--- src/rtl/tfs_pkg.sv ---
package tfs_pkg;
  localparam int unsigned N_TGT   = 3;
  localparam int unsigned TGT_DC  = 0;
  localparam int unsigned TGT_IC  = 1;
  localparam int unsigned TGT_TLB = 2;

  typedef enum logic [1:0] {
    PH_IDLE   = 2'd0,
    PH_FLUSH  = 2'd1,
    PH_STROBE = 2'd2,
    PH_HOLD   = 2'd3
  } tfs_phase_e;
endpackage

--- src/rtl/tfs_flush_chain.sv ---
// Walks a fixed list of flush targets in index order, one request at a time.
module tfs_flush_chain #(
  parameter int unsigned NT = 3
) (
  input  logic          clk,
  input  logic          rst_n,
  input  logic          kick_i,
  input  logic [NT-1:0] ack_i,
  output logic [NT-1:0] req_o,
  output logic          last_ack_o
);
  localparam int unsigned IDXW = (NT > 1) ? $clog2(NT) : 1;

  logic [IDXW-1:0] idx_q;
  logic            active_q;
  logic [NT-1:0]   hit;
  logic            cur_ack;

  for (genvar g = 0; g < NT; g++) begin : g_slot
    assign req_o[g] = active_q && (idx_q == IDXW'(g));
    assign hit[g]   = req_o[g] & ack_i[g];
  end

  assign cur_ack    = |hit;
  assign last_ack_o = hit[NT-1];

  always_ff @(posedge clk or negedge rst_n) begin
    if (!rst_n) begin
      active_q <= 1'b0;
      idx_q    <= '0;
    end else if (kick_i) begin
      active_q <= 1'b1;
      idx_q    <= '0;
    end else if (active_q && cur_ack) begin
      if (idx_q == IDXW'(NT - 1)) begin
        active_q <= 1'b0;
      end else begin
        idx_q <= IDXW'(idx_q + 1'b1);
      end
    end
  end
endmodule

--- src/rtl/tfs_pad_counter.sv ---
// Counts cycles from the start of an operation and saturates at LIMIT.
module tfs_pad_counter #(
  parameter int unsigned LIMIT = 300
) (
  input  logic clk,
  input  logic rst_n,
  input  logic clr_i,
  input  logic run_i,
  output logic at_limit_o
);
  localparam int unsigned CW = $clog2(LIMIT + 1);

  logic [CW-1:0] cnt_q;

  always_ff @(posedge clk or negedge rst_n) begin
    if (!rst_n) begin
      cnt_q <= '0;
    end else if (clr_i) begin
      cnt_q <= '0;
    end else if (run_i && (cnt_q != CW'(LIMIT))) begin
      cnt_q <= cnt_q + 1'b1;
    end
  end

  assign at_limit_o = (cnt_q == CW'(LIMIT));
endmodule

--- src/rtl/tfence_seq.sv ---
module tfence_seq #(
  parameter int unsigned PAD_CYCLES = 300
) (
  input  logic clk,
  input  logic rst_n,
  input  logic start_i,
  output logic dc_flush_req_o,
  input  logic dc_flush_ack_i,
  output logic ic_flush_req_o,
  input  logic ic_flush_ack_i,
  output logic tlb_flush_req_o,
  input  logic tlb_flush_ack_i,
  output logic fsm_rst_o,
  output logic busy_o,
  output logic done_o,
  output logic overrun_o
);
  import tfs_pkg::*;

  tfs_phase_e       phase_q, phase_d;
  logic             accept;
  logic             last_ack;
  logic             at_limit;
  logic             overrun_q;
  logic [N_TGT-1:0] ack_v;
  logic [N_TGT-1:0] req_v;

  assign ack_v[TGT_DC]  = dc_flush_ack_i;
  assign ack_v[TGT_IC]  = ic_flush_ack_i;
  assign ack_v[TGT_TLB] = tlb_flush_ack_i;

  assign dc_flush_req_o  = req_v[TGT_DC];
  assign ic_flush_req_o  = req_v[TGT_IC];
  assign tlb_flush_req_o = req_v[TGT_TLB];

  assign accept = (phase_q == PH_IDLE) && start_i;

  tfs_flush_chain #(.NT(N_TGT)) chain_i (
    .clk        (clk),
    .rst_n      (rst_n),
    .kick_i     (accept),
    .ack_i      (ack_v),
    .req_o      (req_v),
    .last_ack_o (last_ack)
  );

  tfs_pad_counter #(.LIMIT(PAD_CYCLES)) pad_i (
    .clk        (clk),
    .rst_n      (rst_n),
    .clr_i      (accept),
    .run_i      (busy_o),
    .at_limit_o (at_limit)
  );

  always_comb begin
    phase_d = phase_q;
    unique case (phase_q)
      PH_IDLE:   if (accept)   phase_d = PH_FLUSH;
      PH_FLUSH:  if (last_ack) phase_d = PH_STROBE;
      PH_STROBE:               phase_d = PH_HOLD;
      PH_HOLD:   if (at_limit) phase_d = PH_IDLE;
      default:                 phase_d = PH_IDLE;
    endcase
  end

  always_ff @(posedge clk or negedge rst_n) begin
    if (!rst_n) begin
      phase_q   <= PH_IDLE;
      overrun_q <= 1'b0;
    end else begin
      phase_q <= phase_d;
      if (at_limit && ((phase_q == PH_FLUSH) || (phase_q == PH_STROBE))) begin
        overrun_q <= 1'b1;
      end
    end
  end

  assign busy_o    = (phase_q != PH_IDLE);
  assign fsm_rst_o = (phase_q == PH_STROBE);
  assign done_o    = (phase_q == PH_HOLD) && at_limit;
  assign overrun_o = overrun_q;
endmodule

--- config.mk ---
export PLATFORM = sky130hd
export DESIGN_NAME = tfence_seq
export DESIGN_NICKNAME = d
export VERILOG_FILES = /design/src/rtl/tfs_pkg.sv /design/src/rtl/tfs_flush_chain.sv /design/src/rtl/tfs_pad_counter.sv /design/src/rtl/tfence_seq.sv
export SDC_FILE = /design/constraint.sdc
export NUM_CORES = 1
export LEC_CHECK = 0
export BUFFER_PORTS_ARGS = -buffer_cell sky130_fd_sc_hd__buf_2
export CAP_MARGIN = 25
export CORE_UTILIZATION = 36
export DETAILED_ROUTE_END_ITERATION = 8
export GPL_TIMING_DRIVEN = 0
export SLEW_MARGIN = 25
export SYNTH_ARGS = -nofsm -noshare
export SYNTH_HDL_FRONTEND = slang
export SYNTH_SLANG_ARGS = --single-unit
--- constraint.sdc ---
create_clock -name clk -period 1.5 [get_ports clk]
set_input_delay 0.3 -clock clk [delete_from_list [all_inputs] [get_ports clk]]
set_output_delay 0.3 -clock clk [all_outputs]
set_load 0.005 [all_outputs]
==> results.json <==
{
  "ir_worst_vdd_uv": 369,
  "final_core_util_pct": 59.4,
  "detail-route-antenna-nets": 0,
  "dieArea_mm2": 0.00285,
  "via_per_inst": 5.06,
  "violations": "negative setup slack",
  "area_growth_pct": 55.1,
  "grt_pass1_vias": 841,
  "crit_cells": 6,
  "numPortBuffers": 12,
  "finalHoldViolCount": 0,
  "dpl.hpwl_um": 1270,
  "synth-warning-count": 0,
  "wl_per_cell_um": 14.1,
  "status": "finished with violations",
  "hold_class": "in -> async",
  "arrival_ns": 1.50,
  "worst_pin_slew_ns": 0.501,
  "die_w_um": 53.4,
  "worstPathMaxFanout": 2,
  "synth-seq-area-share_pct": 39.5,
  "fillers": 223,
  "p_per_area_mw_per_mm2": 458,
  "grt_pass1_wl_um": 3590,
  "num_io_pins": 13,
  "cp-end-kind": "output port",
  "grt_max_degree": 16,
  "die_h_um": 53.4,
  "diodes": 0,
  "layout_setup_ws_ns": -0.299,
  "relSlewSlack_pct": 66.6,
  "required_ns": 1.20,
  "fmax_ghz": 0.556,
  "slowest_delay_ns": 0.40,
  "first_pass_iters": 4,
  "start_util_pct": 38.3,
  "drt_iter0_drc": 5,
  "synth_compound_area_share_pct": 14.5,
  "drc": 0,
  "routed_wl_um": 2320,
  "ctsLongestPathBuffers": 2,
  "via_count": 835,
  "synth_xor_area_share_pct": 5.53,
  "synth_mux_area_share_pct": 4.74,
  "cpLargestDelayFamily": "simple AND/OR/NAND/NOR gates",
  "slew_violations": 0,
  "synth_nets": 112,
  "ys_seq_elements": 15,
  "synth-main-ff-cell": "dfrtp_1",
  "synth-simple-area-share_pct": 17.8,
  "core_area_mm2": 0.00248,
  "gp_congestion": 0.816,
  "drive_above_1_share_pct": 51.1,
  "seqCellArea_um2": 377,
  "final_nets": 152,
  "finalSetupViolations": 8,
  "maxCapViolCount": 0,
  "critical_path_buf_inv_count": 2,
  "rows": 18,
  "antenna_found_initial": 0,
  "synth-adder-area-share_pct": 13.2,
  "synth_cells": 96,
  "cts_buffers": 3,
  "dp.cells": 138,
  "clock_latency_ns": 0.29,
  "synth_cell_types": 31,
  "reg2reg_depth": 8,
  "multi_input_area_um2": 696,
  "clk_pin_slew_ns": 0.10,
  "cts_max_level": 1,
  "worstPathCellList": "inv_2 -> ha_4 -> nand4b_4 -> nor4_4 -> and2_1 -> buf_2",
  "min_period_ns": 1.80,
  "synth_top_family_by_area": "simple AND/OR/NAND/NOR gates",
  "overflow": 0,
  "p_leak_uw": 0.000623,
  "async_flop_share_pct": 100,
  "worstSetupPathType": "reg -> out",
  "cts_sinks": 15,
  "rsz0062_at_grt": "yes",
  "synth_edf_count": 0,
  "avgSynthCellArea_um2": 9.89,
  "synthesis.area_um2": 950,
  "track_usage_pct": 17.9,
  "finClkSkew_ns": 0.00851,
  "cpMaxStageDelayCell": "dfrtp_1",
  "final_cells": 165,
  "cts_tree": "built",
  "period_share_pct": 120,
  "clockRootBuffer": "clkbuf_4",
  "crit_path_start_kind": "flip-flop"
}
-- power breakdown --
group,switching (µW),internal [µW]
Combinational,18.8,10.3
Clock,138,103
Sequential,0,404
Total,156,518
-- Yosys cell counts (2+ instances only) --
master     n  area share, %
dfrtp_1   15             40
clkbuf_1   3            1.2
and2_1     4            2.6
xor2_1     2            1.8
ha_1      10             13
nor2_1     2           0.79
nand2_1   10            4.0
a31oi_1    2            1.3
o22ai_1    5            3.3
inv_1      9            3.6
a21oi_1    8            4.2
nand3_1    2            1.1
xnor2_1    4            3.7
mux2i_1    3            3.2
-- through the flow --
| stage | instance area [µm²] | worst slack [ns] | TNS (ns) | power [µW] | hold slack (ns) |
|---|---|---|---|---|---|
| global placement | 1070 | -0.291 | -0.984 | 437 | 0.230 |
| detailed placement | 1070 | -0.314 | -1.36 | 437 | 0.230 |
| floorplan | 972 | -0.128 | -0.145 | 420 | 0.00441 |
| global route | 1470 | -0.378 | -1.99 | 703 | 0.433 |
| finish | 1470 | -0.299 | -1.36 | 674 | 0.429 |
| CTS | 1360 | -0.352 | -1.21 | 675 | 0.395 |
-- logic make-up after synthesis --
logic type               after synthesis
buffers and inverters                 12
multiplexers                           4
flip-flops                            15
adder cells (fa/ha/maj)               10
AND/OR/NAND/NOR                       28
XOR/XNOR                               6
AO/OA/AOI/OAI                         21
-- registers in the layout (all words and copies together) (netlist names) --
signal,count
chain_i.active_q,1
chain_i.idx_q,2
overrun_o,1
pad_i.cnt_q,9
phase_q,2
-- path summary, 6_finish.rpt --
| kind | slack (ns) | end | from |
|---|---|---|---|
| min in group clk | 0.43 | pad_i.cnt_q[2]$_DFFE_PN0P_ | start_i |
| worst min-delay path | 0.43 | pad_i.cnt_q[8]$_DFFE_PN0P_ | rst_n |
| worst max-delay path | -0.30 | done_o | pad_i.cnt_q[0]$_DFFE_PN0P_ |
| max in group asynchronous | 0.78 | chain_i.idx_q[0]$_DFFE_PN0P_ | rst_n |
| worst min register to register | 0.47 | overrun_o$_DFFE_PN0P_ | overrun_o$_DFFE_PN0P_ |
| worst max register to register | -0.25 | phase_q[1]$_DFFE_PN0P_ | pad_i.cnt_q[0]$_DFFE_PN0P_ |
-- timing repair --
item                       CTS  global route
setup endpoints to repair   16            19
setup buffers               18             5
gates resized for setup     29            18
hold buffers                 1             0
hold endpoints to repair    15             0
pin swaps                    7             8
-- layer usage --
layer  GRT usage [%]  vias to the layer above  share of wire, %
met5               0                        -                 0
met4            2.63                        0              0.82
met3            6.03                        2               3.4
met2            32.5                       12                55
met1            20.2                      407                41
li1                -                      414                 -
-- final cells by class --
cell class,count,area share (%)
multi-input combinational,69,47.2
sequential,15,25.6
timing repair buffer,36,19.5
inverter,9,2.80
tap,30,2.55
clock buffer,4,1.78
buffer,2,0.510
-- layout by cell type (no fill, tap or decap), types with 3 or more instances in the layout --
cell / Yosys / routed
o22ai_1: 5 / 4
xnor2_1: 4 / 3
buf_6: 0 / 10
a21oi_1: 8 / 7
clkbuf_4: 0 / 3
nand2_1: 10 / 10
buf_2: 0 / 9
ha_4: 0 / 7
buf_4: 0 / 16
inv_2: 0 / 5
ha_1: 10 / 3
dfrtp_1: 15 / 14
mux2i_1: 3 / 3
clkbuf_1: 3 / 3
Power figures use the tool's default switching activity.
